$ cat src/rtl/cfg_field_pkg.sv
package cfg_field_pkg;

    // Kind of software access seen in the previous cycle
    typedef enum logic [2:0] {
        ACC_QUIET      = 3'd0,
        ACC_READ       = 3'd1,
        ACC_READ_SE    = 3'd2,
        ACC_WRITE_ZERO = 3'd3,
        ACC_WRITE_ONE  = 3'd4
    } acc_state_e;

endpackage

$ cat src/rtl/cfg_field_store.sv
module cfg_field_store #(
    parameter int                 WIDTH     = 8,
    parameter logic [WIDTH-1:0]   RESET_VAL = '0
) (
    input  logic             clk,
    input  logic             rst,
    input  logic             sw_wr_en,
    input  logic [WIDTH-1:0] sw_wdata,
    input  logic             hw_wr_en,
    input  logic [WIDTH-1:0] hw_wdata,
    input  logic             hw_clr,
    output logic [WIDTH-1:0] value_q
);

    logic [WIDTH-1:0] value_d;

    // Priority: software write, then hardware clear, then hardware write
    always_comb begin
        value_d = value_q;
        if (sw_wr_en) begin
            value_d = sw_wdata;
        end else if (hw_clr) begin
            value_d = '0;
        end else if (hw_wr_en) begin
            value_d = hw_wdata;
        end
    end

    always_ff @(posedge clk) begin
        if (rst) begin
            value_q <= RESET_VAL;
        end else begin
            value_q <= value_d;
        end
    end

endmodule

$ cat src/rtl/cfg_field_strobe_fsm.sv
module cfg_field_strobe_fsm
    import cfg_field_pkg::*;
(
    input  logic clk,
    input  logic rst,
    input  logic sw_wr_en,
    input  logic sw_rd_en,
    input  logic sw_rd_side,
    input  logic wdata_lsb,
    output logic pulse_o,
    output logic sw_acc_o,
    output logic sw_mod_o
);

    acc_state_e state_q;
    acc_state_e state_d;

    // Next state: classify this cycle's access
    always_comb begin
        if (sw_wr_en) begin
            state_d = wdata_lsb ? ACC_WRITE_ONE : ACC_WRITE_ZERO;
        end else if (sw_rd_en) begin
            state_d = sw_rd_side ? ACC_READ_SE : ACC_READ;
        end else begin
            state_d = ACC_QUIET;
        end
    end

    // State register
    always_ff @(posedge clk) begin
        if (rst) begin
            state_q <= ACC_QUIET;
        end else begin
            state_q <= state_d;
        end
    end

    // Outputs decoded from state
    always_comb begin
        pulse_o  = 1'b0;
        sw_acc_o = 1'b0;
        sw_mod_o = 1'b0;
        unique case (state_q)
            ACC_QUIET: begin
            end
            ACC_READ: begin
                sw_acc_o = 1'b1;
            end
            ACC_READ_SE: begin
                sw_acc_o = 1'b1;
                sw_mod_o = 1'b1;
            end
            ACC_WRITE_ZERO: begin
                sw_acc_o = 1'b1;
                sw_mod_o = 1'b1;
            end
            ACC_WRITE_ONE: begin
                pulse_o  = 1'b1;
                sw_acc_o = 1'b1;
                sw_mod_o = 1'b1;
            end
            default: begin
            end
        endcase
    end

endmodule

$ cat src/rtl/cfg_field_reduce.sv
module cfg_field_reduce #(
    parameter int WIDTH = 8
) (
    input  logic [WIDTH-1:0] value,
    output logic             and_o,
    output logic             or_o,
    output logic             xor_o
);

    logic [WIDTH-1:0] and_c;
    logic [WIDTH-1:0] or_c;
    logic [WIDTH-1:0] xor_c;

    assign and_c[0] = value[0];
    assign or_c[0]  = value[0];
    assign xor_c[0] = value[0];

    // Running reductions across the bits
    for (genvar i = 1; i < WIDTH; i++) begin : g_chain
        assign and_c[i] = and_c[i-1] & value[i];
        assign or_c[i]  = or_c[i-1]  | value[i];
        assign xor_c[i] = xor_c[i-1] ^ value[i];
    end

    assign and_o = and_c[WIDTH-1];
    assign or_o  = or_c[WIDTH-1];
    assign xor_o = xor_c[WIDTH-1];

endmodule

$ cat src/rtl/cfg_field.sv
module cfg_field #(
    parameter int               WIDTH     = 8,
    parameter logic [WIDTH-1:0] RESET_VAL = 8'hA5
) (
    input  logic             clk,
    input  logic             rst,
    input  logic             sw_wr_en,
    input  logic             sw_rd_en,
    input  logic             sw_rd_side,
    input  logic [WIDTH-1:0] sw_wdata,
    input  logic             hw_wr_en,
    input  logic [WIDTH-1:0] hw_wdata,
    input  logic             hw_clr,
    output logic [WIDTH-1:0] rd_value,
    output logic             pulse_o,
    output logic             sw_acc_o,
    output logic             sw_mod_o,
    output logic             and_o,
    output logic             or_o,
    output logic             xor_o
);

    logic [WIDTH-1:0] value_q;

    cfg_field_store #(
        .WIDTH     (WIDTH),
        .RESET_VAL (RESET_VAL)
    ) u_store (
        .clk      (clk),
        .rst      (rst),
        .sw_wr_en (sw_wr_en),
        .sw_wdata (sw_wdata),
        .hw_wr_en (hw_wr_en),
        .hw_wdata (hw_wdata),
        .hw_clr   (hw_clr),
        .value_q  (value_q)
    );

    cfg_field_strobe_fsm u_fsm (
        .clk        (clk),
        .rst        (rst),
        .sw_wr_en   (sw_wr_en),
        .sw_rd_en   (sw_rd_en),
        .sw_rd_side (sw_rd_side),
        .wdata_lsb  (sw_wdata[0]),
        .pulse_o    (pulse_o),
        .sw_acc_o   (sw_acc_o),
        .sw_mod_o   (sw_mod_o)
    );

    cfg_field_reduce #(
        .WIDTH (WIDTH)
    ) u_reduce (
        .value (value_q),
        .and_o (and_o),
        .or_o  (or_o),
        .xor_o (xor_o)
    );

    assign rd_value = value_q;

endmodule

$ cat config.mk
export PLATFORM = sky130hd
export DESIGN_NAME = cfg_field
export DESIGN_NICKNAME = d
export VERILOG_FILES = /design/src/rtl/cfg_field_pkg.sv /design/src/rtl/cfg_field_store.sv /design/src/rtl/cfg_field_strobe_fsm.sv /design/src/rtl/cfg_field_reduce.sv /design/src/rtl/cfg_field.sv
export SDC_FILE = /design/constraint.sdc
export NUM_CORES = 1
export LEC_CHECK = 0
export CAP_MARGIN = 30
export CORE_UTILIZATION = 33
export CTS_CLUSTER_DIAMETER = 100
export DETAILED_ROUTE_END_ITERATION = 12
export MAX_ROUTING_LAYER = met4
export PLACE_DENSITY = 0.73
export SETUP_SLACK_MARGIN = 0.1
export SLEW_MARGIN = 20
export SYNTH_ARGS = -nofsm -noshare
export SYNTH_HDL_FRONTEND = slang
export SYNTH_HIERARCHICAL = 1
export SYNTH_SLANG_ARGS = --single-unit
$ cat constraint.sdc
create_clock -name clk -period 1.3 [get_ports clk]
set_input_delay 0.195 -clock clk [delete_from_list [all_inputs] [get_ports clk]]
set_output_delay 0.195 -clock clk [all_outputs]
set_load 0.05 [all_outputs]
# After elaboration in Yosys (flattened, before gate mapping)
# Cells that the tools add are included.
# classes
n_eq_ne	4
n_mux	10
bitwise_logic	21
reduce_logical	3
# ops
op	n
$mux W8	3
$mux W3	3
$and A1 B1 Y1	7
$or A1 B1 Y1	7
$xor A1 B1 Y1	7
$eq A3 B2 Y1 const B	2
$reduce_or A4 Y1	1
$eq A3 B1 Y1 const B	1
$eq A3 B3 Y1 const B	1
$mux W1	3
$reduce_bool A3 Y1	1
$reduce_or A3 Y1	1
$mux W2	1
# word_totals
ff_bits	11
out_inout_bits	14
elab_cells	40

# Depth between registers and ports, before layout
# depth
word_depth	7
mapped_depth	5
mapped_depth_nobuf	4

# By module
# Netlist, hierarchy kept.
# modules_own_cells
mod	instances	cells_each	area_each_um2	seq_area_each_um2
cfg_field_store	1	42	396.6	160.2
cfg_field_strobe_fsm	1	14	135.1	60.1
cfg_field_reduce	1	14	127.6	0.0

# Least setup slack after synthesis
# OpenSTA, ideal clock, no wires.
# synth_timing
path_type	flip-flop to output port
startpoint	register u_store.value_q[0]
endpoint	output xor_o
arrival_time_ns	1.872
required_ns	1.105
path_slack_ns	-0.767
path_stages_with_launch	5
n_path_buf	0
cell_sequence	dfxtp_1 inv_1 ha_1 xnor2_1 xnor3_1
# synth_via
elab_chain_cells	7
# synth_lines
element	line	text
start, declared	cfg_field_store.sv:12	output logic [WIDTH-1:0] value_q
start signal, assigned	cfg_field_store.sv:33	value_q <= value_d;
$xor A1 B1 Y1 (7 in a row)	cfg_field_reduce.sv:22	assign xor_c[i] = xor_c[i-1] ^ value[i];
end, declared	cfg_field.sv:20	output logic xor_o
# No other way between the ends.

# Worst setup path in the final report
# layout_timing
startpoint	register u_store.value_q[3]
endpoint	output xor_o
# layout_via
elab_chain_cells	5
# layout_lines
element	line
$xor A1 B1 Y1 (5 in a row)	cfg_field_reduce.sv:22
# No other way between the ends.

==> impl_metrics.tcl <==
set metrics [dict create \
    drc_errors 0 \
    die_h_um 46.7 \
    detailedRoute.firstIterationViolations 16 \
    io_buffers 36 \
    synth_cell_types 27 \
    area_growth_pct 124 \
    antennaDiodeCount 0 \
    clkSinkCount 11 \
    max_freq_ghz 0.565 \
    cp_max_fo 2 \
    powerDensity_nw_per_um2 881 \
    synth.top_cells.by_count "dfxtp_1, a21oi_1, nor3_1" \
    clk_pin_slew_ps 70 \
    fp.dieArea_sq_um 2180 \
    reg2reg_to "u_store/value_q[1]" \
    status "finished with violations" \
    crit_arrival_ps 1570 \
    cts-buffers-inserted 3 \
    synth_most_common_cell "dfxtp_1" \
    io_pins 37 \
    crit_buf_inv 1 \
    fin_skew_ps 0 \
    rrSetupSlack_ps 250 \
    grt_pass1_vias 744 \
    vias 725 \
    worstHoldEndpoint "u_fsm/state_q[0]" \
    die_x_um 46.7 \
    grt_max_degree 12 \
    ant_nets 0 \
    grt_setup_unrepaired "yes" \
    setup_ws_ps -469 \
    routed_wirelength_um 2120 \
    path_cells "xnor3_1 -> xnor3_2 -> buf_12" \
    cts_max_level 1 \
    yosysWarnings 6 \
    core_sq_um 1800 \
    criticalPathCategory "flip-flop to output pin" \
    synthesis.area_sq_um 659 \
    grt_first_pass_wirelength_um 3250 \
    drv_slew 0 \
    drive_gt1_share_pct 53.2 \
    fill_cells 111 \
    place.gp.congestion 0.772 \
    fin_cells 149 \
    multi_input_area_sq_um 488 \
    endpoint_kind "output pin" \
    start_util_pct 36.6 \
    min_path_type "primary input to flip-flop" \
    min_from "sw_wr_en" \
    setup_violations 3 \
    hold_violations 0 \
    clk-insertion-delay-late_ps 280 \
    grt_use_met2_pct 38.9 \
    grt_util_met3_pct 4.71 \
    violations "negative setup slack" \
    ys_seq_elements 11 \
    slowest_stage "xnor3_2" \
    reg2reg_from "u_store/value_q[1]" \
    cts_tree "done" \
    worstHoldPathCells 3 \
    worstMarginPinSlew_ps 408 \
    async_flop_share_pct 0 \
    nets 150 \
    syn_inst 70 \
    final_period_minus_worst_setup_slack_ps 1770 \
    yosysTopAreaCellShare_pct 33.4 \
    regArea_sq_um 249 \
    seq_area_frac_synth_pct 33.4 \
    p_leak_nw 0.623 \
    placed_cells 138 \
    reg2reg_depth 5 \
    fin_util_pct 81.9 \
    synth_edf_count 0 \
    synth_nets 95 \
    syn-mean-instance-area_sq_um 9.42 \
    wl_per_cell_um 14.2 \
    yosys.area.top_type "dfxtp_1" \
    cp-start-kind "flip-flop" \
    slew_headroom_pct 72.7 \
    clockBufferDepth 2 \
    finalCritPeriodShare_pct 136 \
    drv_cap 0 \
    synth_area_leaders "dfxtp_1, xnor3_1, mux2i_1" \
    globalRouteOverflowTotal 0 \
    busiest_layer "met2" \
    num_rows 15 \
    ir_drop_uv 701 \
    totalPowerFinal_mw 1.30 \
    hpwl_um 1590 \
    use_met1_pct 25.9 \
    drtPass1Iterations 4 \
    vias_per_cell 4.87 \
    critPathMaxStageDelay_ps 440 \
    synth_ff_type "dfxtp_1" \
    cp.required_ps 1110 \
    grtUsageTotal_pct 22.8 \
    antenna_found_initial 0 \
    cp_top_family "XOR/XNOR gates" \
    cts-root-buf "clkbuf_4" \
]
[report_power, final]
part / internal, mW / leakage, nW / switching (mW)
clock network: 0.119 / 0.0150 / 0.123
logic: 0.370 / 0.513 / 0.306
registers: 0.358 / 0.0951 / 0.0243
total: 0.847 / 0.623 / 0.454
[logic make-up (layout without fill, tap and decap cells)]
family / Yosys count / after routing / share of synthesized area (%)
buf+inv: 6 / 60 / 5.88
flops: 11 / 11 / 33.4
fa+ha+maj: 2 / 2 / 3.79
simple gates: 27 / 27 / 25.6
xor+xnor: 5 / 5 / 10.8
compound gates: 14 / 14 / 12.7
mux: 5 / 5 / 7.78
[placed cells by master, fill, tap and decap left out, drive strengths merged, types with 3 or more instances in the layout]
cell	netlist	final
a22oi	4	4
buf	4	32
mux2i	4	4
clkbuf	0	4
o21ai	4	4
nor3	9	9
nand2b	4	4
nor2	4	4
a21oi	6	6
dfxtp	11	11
xnor2	3	3
clkdlybuf4s50	0	21
[layer usage]
metal	part of all wire, %	up-vias
li1	-	357
met1	39	340
met2	57	26
met3	4.1	2
met4	0.66	0
met5	0	-
[worst max path at each step]
stage                                  start                  to  slack, ps  cells past startpoint
after detailed placement            sw_wr_en  u_store/value_q[6]       -200                      4
after global routing      u_store/value_q[3]               xor_o       -500                      3
after global placement    u_store/value_q[5]               xor_o       -150                      3
after floorplan           u_store/value_q[5]               xor_o       -300                      2
final                     u_store/value_q[3]               xor_o       -470                      3
after CTS                 u_store/value_q[3]               xor_o       -490                      3
[final cells by class]
class	count	share of cell area, %
Clock buffer	4	1.78
Inverter	2	0.678
Multi-Input combinational cell	53	33.1
Sequential cell	11	16.9
Tap cell	25	2.12
Timing Repair Buffer	54	45.5
[per-stage QoR]
stage	hold slack (ps)	cell area, sq um	setup WS, ps	TNS [ps]
after detailed placement	634	1320	-203	-1650
after CTS	504	1420	-485	-864
final	438	1480	-469	-914
after global placement	603	1320	-154	-1260
after global routing	453	1480	-504	-1110
after floorplan	257	733	-299	-299
[what timing repair did]
action	CTS	global route
hold buffers	0	0
setup buffers	3	5
endpoints found under the setup margin	7	12
gates resized for setup	16	9
cloned	0	0
pin swaps	7	4
[sequential cells by signal, indices dropped and copies added, names as in the netlist]
| register | flops |
|---|---|
| u_fsm/state_q | 3 |
| u_store/value_q | 8 |
[tightest hold or removal path: stages]
cell and delay [ps]:
dlymetal6s2s_1 240, or3b_1 180, a21oi_2 50
Power figures use the tool's default switching activity.
